`src/rtl/dref_pkg.sv`:
```
package dref_pkg;

    typedef enum logic [1:0] {
        SQ_IDLE,
        SQ_LEAD,
        SQ_ACT,
        SQ_PRE
    } seq_state_e;

    typedef enum logic [1:0] {
        CT_PAUSE,
        CT_WAKE,
        CT_RUN
    } ctl_state_e;

    typedef struct packed {
        logic ras_n;
        logic cas_n;
        logic we_n;
    } strobe_t;

    localparam int DEF_CLK_MHZ   = 200;
    localparam int PAUSE_NS      = 200_000;
    localparam int SLOT_NS       = 15_600;

    function automatic int ns_to_cycles(input int mhz, input int ns);
        return (mhz * ns) / 1000;
    endfunction

    function automatic int max3(input int a, input int b, input int c);
        int m;
        m = (a > b) ? a : b;
        return (m > c) ? m : c;
    endfunction

endpackage

```
`src/rtl/dref_interval_timer.sv`:
```
module dref_interval_timer #(
    parameter int INTERVAL_CYC = 3120
) (
    input  logic clk,
    input  logic rst,
    input  logic en,
    output logic tick
);
    localparam int CW = $clog2(INTERVAL_CYC + 1);

    logic [CW-1:0] cnt_q;

    assign tick = en && (cnt_q == '0);

    always_ff @(posedge clk) begin
        if (rst || !en) begin
            cnt_q <= CW'(INTERVAL_CYC - 1);
        end else if (cnt_q == '0) begin
            cnt_q <= CW'(INTERVAL_CYC - 1);
        end else begin
            cnt_q <= cnt_q - 1'b1;
        end
    end
endmodule

```
`src/rtl/dref_pending_ctr.sv`:
```
module dref_pending_ctr #(
    parameter int PEND_MAX = 8,
    localparam int PEND_W  = $clog2(PEND_MAX + 1)
) (
    input  logic              clk,
    input  logic              rst,
    input  logic              clear,
    input  logic              inc,
    input  logic              dec,
    output logic [PEND_W-1:0] count,
    output logic              overflow
);
    localparam logic [PEND_W-1:0] FULL = PEND_W'(PEND_MAX);

    logic [PEND_W-1:0] cnt_q;

    assign count    = cnt_q;
    assign overflow = inc && !dec && (cnt_q == FULL);

    always_ff @(posedge clk) begin
        if (rst || clear) begin
            cnt_q <= '0;
        end else if (inc && !dec && cnt_q != FULL) begin
            cnt_q <= cnt_q + 1'b1;
        end else if (dec && !inc && cnt_q != '0) begin
            cnt_q <= cnt_q - 1'b1;
        end
    end
endmodule

```
`src/rtl/dref_strobe_seq.sv`:
```
module dref_strobe_seq
    import dref_pkg::*;
#(
    parameter bit RAS_ONLY = 1'b0,
    parameter int ROW_W    = 11,
    parameter int T_CSR    = 2,
    parameter int T_RAS    = 10,
    parameter int T_RP     = 6
) (
    input  logic             clk,
    input  logic             rst,
    input  logic             start,
    output logic             busy,
    output logic             done,
    output strobe_t          strb,
    output logic [ROW_W-1:0] row
);
    localparam int TW = $clog2(max3(T_CSR, T_RAS, T_RP) + 1);

    seq_state_e    st_q;
    logic [TW-1:0] cnt_q;

    assign busy = (st_q != SQ_IDLE);
    assign done = (st_q == SQ_PRE) && (cnt_q == '0);

    always_ff @(posedge clk) begin
        if (rst) begin
            st_q  <= SQ_IDLE;
            cnt_q <= '0;
        end else begin
            unique case (st_q)
                SQ_IDLE: if (start) begin
                    if (RAS_ONLY) begin
                        st_q  <= SQ_ACT;
                        cnt_q <= TW'(T_RAS - 1);
                    end else begin
                        st_q  <= SQ_LEAD;
                        cnt_q <= TW'(T_CSR - 1);
                    end
                end
                SQ_LEAD: if (cnt_q == '0) begin
                    st_q  <= SQ_ACT;
                    cnt_q <= TW'(T_RAS - 1);
                end else begin
                    cnt_q <= cnt_q - 1'b1;
                end
                SQ_ACT: if (cnt_q == '0) begin
                    st_q  <= SQ_PRE;
                    cnt_q <= TW'(T_RP - 1);
                end else begin
                    cnt_q <= cnt_q - 1'b1;
                end
                SQ_PRE: if (cnt_q == '0) begin
                    st_q <= SQ_IDLE;
                end else begin
                    cnt_q <= cnt_q - 1'b1;
                end
                default: st_q <= SQ_IDLE;
            endcase
        end
    end

    always_comb begin
        strb.ras_n = (st_q != SQ_ACT);
        strb.we_n  = 1'b1;
        if (RAS_ONLY) begin
            strb.cas_n = 1'b1;
        end else begin
            strb.cas_n = !((st_q == SQ_LEAD) || (st_q == SQ_ACT));
        end
    end

    generate
        if (RAS_ONLY) begin : g_row_ctr
            logic [ROW_W-1:0] row_q;
            always_ff @(posedge clk) begin
                if (rst) begin
                    row_q <= '0;
                end else if (done) begin
                    row_q <= row_q + 1'b1;
                end
            end
            assign row = row_q;
        end else begin : g_no_row
            assign row = '0;
        end
    endgenerate
endmodule

```
`src/rtl/dram_refresh_sched.sv`:
```
module dram_refresh_sched
    import dref_pkg::*;
#(
    parameter int  CLK_MHZ      = DEF_CLK_MHZ,
    parameter int  PAUSE_CYC    = ns_to_cycles(CLK_MHZ, PAUSE_NS),
    parameter int  INTERVAL_CYC = ns_to_cycles(CLK_MHZ, SLOT_NS),
    parameter int  WAKE_CNT     = 8,
    parameter int  T_CSR        = 2,
    parameter int  T_RAS        = 10,
    parameter int  T_RP         = 6,
    parameter int  PEND_MAX     = 8,
    parameter int  URGENT_TH    = 4,
    parameter bit  RAS_ONLY     = 1'b0,
    parameter int  ROW_W        = 11,
    localparam int PEND_W       = $clog2(PEND_MAX + 1)
) (
    input  logic              clk,
    input  logic              rst,
    input  logic              grant_i,
    output logic              ready_o,
    output logic              req_o,
    output logic              urgent_o,
    output logic              busy_o,
    output logic [PEND_W-1:0] pending_o,
    output logic              ras_n_o,
    output logic              cas_n_o,
    output logic              we_n_o,
    output logic [ROW_W-1:0]  row_o
);
    localparam int PW = $clog2(PAUSE_CYC + 1);
    localparam int WW = $clog2(WAKE_CNT + 1);

    ctl_state_e        ctl_q;
    logic [PW-1:0]     pause_q;
    logic [WW-1:0]     wake_left_q;
    logic              tick, overflow, consume;
    logic              seq_start, seq_busy, seq_done;
    logic [PEND_W-1:0] pend;
    strobe_t           strb;
    logic              running;

    assign running = (ctl_q == CT_RUN);
    assign consume = seq_done && running;

    always_comb begin
        seq_start = 1'b0;
        if (!seq_busy) begin
            if (ctl_q == CT_WAKE) begin
                seq_start = (wake_left_q != '0);
            end else if (running) begin
                seq_start = grant_i && (pend != '0) && !overflow;
            end
        end
    end

    always_ff @(posedge clk) begin
        if (rst) begin
            ctl_q       <= CT_PAUSE;
            pause_q     <= PW'(PAUSE_CYC - 1);
            wake_left_q <= WW'(WAKE_CNT);
        end else begin
            unique case (ctl_q)
                CT_PAUSE: begin
                    if (pause_q == '0) ctl_q <= CT_WAKE;
                    else               pause_q <= pause_q - 1'b1;
                end
                CT_WAKE: begin
                    if (seq_start) wake_left_q <= wake_left_q - 1'b1;
                    if (wake_left_q == '0 && !seq_busy) ctl_q <= CT_RUN;
                end
                CT_RUN: begin
                    if (overflow) begin
                        ctl_q       <= CT_WAKE;
                        wake_left_q <= WW'(WAKE_CNT);
                    end
                end
                default: ctl_q <= CT_PAUSE;
            endcase
        end
    end

    dref_interval_timer #(.INTERVAL_CYC(INTERVAL_CYC)) u_timer (
        .clk  (clk),
        .rst  (rst),
        .en   (running),
        .tick (tick)
    );

    dref_pending_ctr #(.PEND_MAX(PEND_MAX)) u_pend (
        .clk      (clk),
        .rst      (rst),
        .clear    (!running),
        .inc      (tick),
        .dec      (consume),
        .count    (pend),
        .overflow (overflow)
    );

    dref_strobe_seq #(
        .RAS_ONLY (RAS_ONLY),
        .ROW_W    (ROW_W),
        .T_CSR    (T_CSR),
        .T_RAS    (T_RAS),
        .T_RP     (T_RP)
    ) u_seq (
        .clk   (clk),
        .rst   (rst),
        .start (seq_start),
        .busy  (seq_busy),
        .done  (seq_done),
        .strb  (strb),
        .row   (row_o)
    );

    assign ready_o   = running;
    assign req_o     = running && (pend != '0);
    assign urgent_o  = running && (int'(pend) >= URGENT_TH);
    assign busy_o    = seq_busy;
    assign pending_o = pend;
    assign ras_n_o   = strb.ras_n;
    assign cas_n_o   = strb.cas_n;
    assign we_n_o    = strb.we_n;
endmodule

```
`config.mk`:
```
export PLATFORM = sky130hd
export DESIGN_NAME = dram_refresh_sched
export DESIGN_NICKNAME = d
export VERILOG_FILES = /design/src/rtl/dref_pkg.sv /design/src/rtl/dref_interval_timer.sv /design/src/rtl/dref_pending_ctr.sv /design/src/rtl/dref_strobe_seq.sv /design/src/rtl/dram_refresh_sched.sv
export SDC_FILE = /design/constraint.sdc
export NUM_CORES = 1
export LEC_CHECK = 0
export BUFFER_PORTS_ARGS = -buffer_cell sky130_fd_sc_hd__buf_2
export CAP_MARGIN = 20
export CORE_ASPECT_RATIO = 0.8
export CORE_MARGIN = 10
export CORE_UTILIZATION = 50
export DETAILED_ROUTE_END_ITERATION = 8
export GPL_ROUTABILITY_DRIVEN = 0
export PLACE_DENSITY = 0.69
export SLEW_MARGIN = 10
export SYNTH_ARGS = -nofsm -noshare
export SYNTH_HDL_FRONTEND = slang
export SYNTH_SLANG_ARGS = --single-unit
export TNS_END_PERCENT = 50
```
`constraint.sdc`:
```
create_clock -name clk -period 6.5 [get_ports clk]
set_clock_uncertainty 0.2 [all_clocks]
set_input_delay 0 -clock clk [delete_from_list [all_inputs] [get_ports clk]]
set_output_delay 0 -clock clk [all_outputs]
set_load 0.02 [all_outputs]
```
### Word level (Yosys, flattened, before mapping)

Index checks and enable logic that the tools add are counted.

| word-level totals | value |
|---|---|
| word-level logic and storage cells | 92 |
| output and inout bits | 22 |
| bits in read-only memories | 0 |
| RAM bits | 0 |
| input bits | 3 |
| register bits | 44 |
| latch bits | 0 |
| memories | 0 |

| cells by class | value |
|---|---|
| divide/modulo/power cells | 0 |
| $lt $le $gt $ge | 1 |
| add/sub/neg operators | 6 |
| shifts and indexed selects | 0 |
| eq/ne operators | 17 |
| bitwise gates (word level) | 1 |
| reductions and logical operators | 38 |
| muxes and demuxes | 22 |
| multipliers | 0 |

Operators with widths:

| kind | number |
|---|---|
| $mux 4 | 8 |
| $logic_not 16->1 | 1 |
| $pmux 4 s4 | 1 |
| $sub 16x1->16 const B | 1 |
| $mux 2 | 7 |
| $ne 2x2->1 const B | 7 |
| $logic_and 1x1->1 | 13 |
| $logic_not 12->1 | 1 |
| $sub 12x1->12 const B | 1 |
| $sub 4x1->4 const B | 3 |
| $logic_not 4->1 | 2 |
| $pmux 2 s4 | 1 |
| $pmux 4 s2 | 1 |
| $reduce_bool 4->1 | 2 |
| $eq 2x2->1 const B | 3 |
| $logic_not 1->1 | 6 |
| $ne 2x1->1 const B | 3 |
| $pmux 2 s3 | 1 |
| $reduce_and 3->1 | 2 |
| $reduce_bool 2->1 | 3 |
| $add 4x1->4 const B | 1 |
| $eq 2x1->1 const B | 2 |
| $eq 4x4->1 const B | 1 |
| $ge 4x3->1 const B | 1 |
| 8 further kinds | 13 |

### Depth between registers and ports, before layout

| depth | value |
|---|---|
| depth after elaboration | 13 |
| gate-level depth with buffers | 11 |
| gate-level depth less buffers | 11 |

### Modules after synthesis

A second synthesis with hierarchy kept.

| second synthesis, totals | value |
|---|---|
| cells, all modules | 303 |
| area total of the unflattened synthesis | 2683.8 um2 |

By module, submodules not included:

| module | cells each | instances | area an instance (um2) |
|---|---|---|---|
| dram_refresh_sched | 145 | 1 | 1256.2 |
| dref_strobe_seq | 68 | 1 | 559.3 |
| dref_interval_timer | 59 | 1 | 555.5 |
| dref_pending_ctr | 31 | 1 | 312.8 |

### Worst setup path after synthesis

No wires, ideal clock.

| timing | value |
|---|---|
| path type | reg-to-reg |
| from | register u_timer.cnt_q[0] |
| to | register u_pend.cnt_q[3], in the netlist u_pend.count[3] |
| path slack | 4.053 ns |
| path buffers | 0 |
| stages on the path, launching flop included | 12 |
| required time | 6.228 ns |
| data arrival time | 2.175 ns |
| setup time | 0.072 ns |
| cell sequence | dfxtp_1 inv_1 ha_1 nor4b_1 nand3_1 nand2b_1 ha_1 a21o_1 a21oi_1 nand3_1 o21ai_0 mux2i_1 |

| between the ends | value |
|---|---|
| word-level cells in the longest chain between the ends | 6 |
| elaborated cells on any way between the ends | 9 |
| classes of those cells | mux: 1; reduce/logical: 8 |

RTL lines:

| element | line | RTL |
|---|---|---|
| start: declaration | dref_interval_timer.sv:11 | `logic [CW-1:0] cnt_q;` |
| start signal: assignment | dref_interval_timer.sv:17 | `cnt_q <= CW'(INTERVAL_CYC - 1);` |
| start signal: assignment | dref_interval_timer.sv:19 | `cnt_q <= CW'(INTERVAL_CYC - 1);` |
| start signal: assignment | dref_interval_timer.sv:21 | `cnt_q <= cnt_q - 1'b1;` |
| $logic_not 12->1 * | dref_interval_timer.sv:13 | `assign tick = en && (cnt_q == '0);` |
| $logic_and 1x1->1 * | dref_interval_timer.sv:13 |  |
| $logic_not 1->1 | dref_pending_ctr.sv:25 | `end else if (dec && !inc && cnt_q != '0) begin` |
| $logic_and 1x1->1 (2 in series) | dref_pending_ctr.sv:25 |  |
| $reduce_bool 2->1 (no source line) | -- |  |
| end signal: assignment | dref_pending_ctr.sv:24 | `cnt_q <= cnt_q + 1'b1;` |
| end signal: assignment | dref_pending_ctr.sv:26 | `cnt_q <= cnt_q - 1'b1;` |
| end: declaration | dref_pending_ctr.sv:15 | `logic [PEND_W-1:0] cnt_q;` |

Every way passes the cells marked *; elsewhere a longest branch is shown, timed or not.
A chain may end at the register's enable or synchronous reset.

### Worst setup path in the final report

| timing | value |
|---|---|
| from | register u_seq.cnt_q[0] |
| to | register u_pend.cnt_q[3], in the netlist u_pend.count[3] |

| between the ends | value |
|---|---|
| word-level cells in the longest chain between the ends | 7 |
| elaborated cells on any way between the ends | 10 |
| classes of those cells | mux: 1; reduce/logical: 9 |

RTL lines:

| element | line | RTL |
|---|---|---|
| start: declaration | dref_strobe_seq.sv:21 | `logic [TW-1:0] cnt_q;` |
| start signal: assignment | dref_strobe_seq.sv:35 | `cnt_q <= TW'(T_RAS - 1);` |
| start signal: assignment | dref_strobe_seq.sv:38 | `cnt_q <= TW'(T_CSR - 1);` |
| start signal: assignment | dref_strobe_seq.sv:43 | `cnt_q <= TW'(T_RAS - 1);` |
| $logic_not 4->1 * | dref_strobe_seq.sv:24 | `assign done = (st_q == SQ_PRE) && (cnt_q == '0);` |
| $logic_and 1x1->1 * | dref_strobe_seq.sv:24 |  |
| $logic_and 1x1->1 * | dram_refresh_sched.sv:43 | `assign consume = seq_done && running;` |
| $logic_not 1->1 | dref_pending_ctr.sv:23 | `end else if (inc && !dec && cnt_q != FULL) begin` |
| $logic_and 1x1->1 (2 in series) | dref_pending_ctr.sv:23 |  |
| $mux 4 / $reduce_bool 2->1 (equally long branches) | -- |  |

Marks and branches as above.

==> impl_metrics.tcl <==
set metrics [dict create \
    critPathLaunchType "register" \
    layout.cells.non_filler 361 \
    preCtsSetupSlack_ns 3.74 \
    drt_wl_total_um 4670 \
    ys_warn_count 0 \
    ys_ff_latch 44 \
    dieWidth_um 98.8 \
    p_total_w 0.000600 \
    rsz0062_at_grt "false" \
    final_nets 316 \
    finalSetupTns_ns 0 \
    relSlewSlack_pct 48.0 \
    cts_tree "built" \
    grt_overflow_total 0 \
    arrival_ns 2.76 \
    synth_top_area_cell "dfxtp_1" \
    root_buffer "clkbuf_8" \
    ys_top_cells_by_area "dfxtp_1 36%, ha_1 6.1%, nand2_1 4.4%" \
    synth_flop_cell "dfxtp_1" \
    synthAdderAreaFrac_pct 6.86 \
    path_common_cell "ha_1" \
    synth_edf_count 0 \
    initial_utilization_pct 53.0 \
    clkTransAtPathRegs_ns 0.09 \
    fp-row-count 22 \
    syn_inst 292 \
    synthTopCellsByCount "44 x dfxtp_1, 29 x nand2_1, 23 x nor2_1" \
    synth_area_um2 2480 \
    critPathKind "register to register" \
    max_cap_viol_count 0 \
    cts_buffers 5 \
    dpl.hpwl_um 3520 \
    setup_ws_ns 3.77 \
    clock_path_buffers 2 \
    grt_usage_pct 11.2 \
    synth_top_area_share_pct 35.5 \
    dr.pass1.iters 4 \
    post_drt_wl_per_cell_um 12.9 \
    ant_nets 0 \
    synthMuxAreaShare_pct 2.02 \
    synth_most_common_cell "dfxtp_1" \
    syn2layout_area_growth_pct 6.66 \
    hold_violations 0 \
    antenna_found_initial 0 \
    die_y_um 83.0 \
    slowest_delay_ns 0.49 \
    dpl.cell_count 352 \
    p_leak_nw 0.979 \
    worst_pin_slew_ns 0.773 \
    ios 25 \
    post-route-period-util_pct 42.0 \
    max_freq_ghz 0.366 \
    holdWs_ns 0.0191 \
    synth_compound_area_share_pct 15.1 \
    path_cells "inv_1 > ha_1 > nor4bb_1 > a211oi_1 > nand2b_1 > ha_1 > a21o_1 > a21oi_1 > nand3_1 > o21ai_0 > mux2i_1" \
    syn_area_per_cell_um2 8.50 \
    endpoint_kind "register" \
    status "finished clean" \
    clock_latency_ns 0.29 \
    synthXorXnorAreaFrac_pct 6.35 \
    drt_iter0_drc 120 \
    cts_num_sinks 44 \
    io_buffers 12 \
    synth_top_family_by_area "simple AND/OR/NAND/NOR gates" \
    setup_violations 0 \
    cp_max_fo 5 \
    slew_viol_final 0 \
    synth.distinct_cells 58 \
    coreArea_um2 4680 \
    vias 1970 \
    hold_class "input pin to register" \
    h-tree-depth 2 \
    dieArea_um2 8200 \
    drive_gt1_share_pct 10.6 \
    fillCellCount 438 \
    num_antenna_cells 0 \
    yosysSeqAreaShare_pct 35.5 \
    post-route-min-period_ns 2.73 \
    via_per_inst 5.46 \
    grt_pass1_vias 1784 \
    powerDensity_nw_per_um2 227 \
    synth-simple-area-share_pct 25.8 \
    drc 0 \
    slowest_stage "nor4bb_1" \
    post-cts-setup-buffer-count 0 \
    grt_pass1_wl_um 8110 \
    grt_max_degree 19 \
    vdd_drop_max_v 0.000155 \
    async_flop_share_pct 0 \
    cp.required_ns 6.53 \
]
[layout make-up]
| class | count | area, µm² | area share, % |
|---|---|---|---|
| repair buffers | 13 | 70.1 | 2.65 |
| flip-flops and latches | 44 | 881 | 33.3 |
| clock inverters | 3 | 42.5 | 1.61 |
| multi-input cells | 217 | 1440 | 54.3 |
| clock buffers | 5 | 68.8 | 2.60 |
| inverters | 19 | 71.3 | 2.70 |
| well taps | 60 | 75.1 | 2.84 |
[registers in the layout, summed over array words and instances (netlist names)]
name and flops:
u_seq.cnt_q 4, u_seq.st_q 2, wake_left_q 4, pause_q 16, ctl_q 2, u_pend.count 4, u_timer.cnt_q 12
[worst paths after layout]
kind,depth (start not counted),slack (ns),endpoint,from
worst max-delay path,11,3.77,u_pend.count[3],u_seq.cnt_q[0]
worst min-delay path,4,0.02,u_seq.cnt_q[3],grant_i
worst max register to register,11,3.77,u_pend.count[3],u_seq.cnt_q[0]
worst min register to register,1,0.22,u_timer.cnt_q[0],u_timer.cnt_q[0]
[metrics by stage]
stage | utilization [%] | instance area [µm²]
finish | 56.6 | 2650
global placement | 54.0 | 2520
global route | 56.6 | 2650
floorplan | - | 2520
CTS | 56.6 | 2650
detailed placement | 54.0 | 2520
[critical path: cells and delay by family, from the launching register on]
kind | cells | cell delay, ns
buf+inv | 1 | 0.07
fa+ha+maj | 2 | 0.47
flops | 1 | 0.35
simple gates | 3 | 0.76
mux | 1 | 0.22
compound gates | 4 | 0.61
[where the power goes]
group | total (W) | internal, W | switching [W]
clock network | 0.000207 | 0.000114 | 0.0000936
logic | 0.000103 | 0.0000375 | 0.0000654
registers | 0.000290 | 0.000278 | 0.0000111
[logic make-up after synthesis]
group	after synthesis
fa+ha+maj	13
mux	5
other cells	2
flops	44
xor+xnor	18
compound gates	53
simple gates	116
buf+inv	41
[what timing repair did]
action | CTS | global route
endpoints found under the hold margin | 10 | 0
gates resized for setup | 0 | 0
hold buffers | 1 | 0
[placed cells by master, fill, tap and decap left out, drive strengths merged, types with 10 or more instances in the layout]
cell type	count
dfxtp	44
nand2	30
nor2	23
inv	18
nor3	13
ha	12
conb	12
buf	12
o21ai	12
xor2	10
[per-layer routing]
metal  share of wire (%)  track usage, %
met1                  51            14.9
met2                  44            17.3
met3                 4.4            3.64
met4                0.26            1.55
met5                   0               0
(Power assumes the default switching activity.)
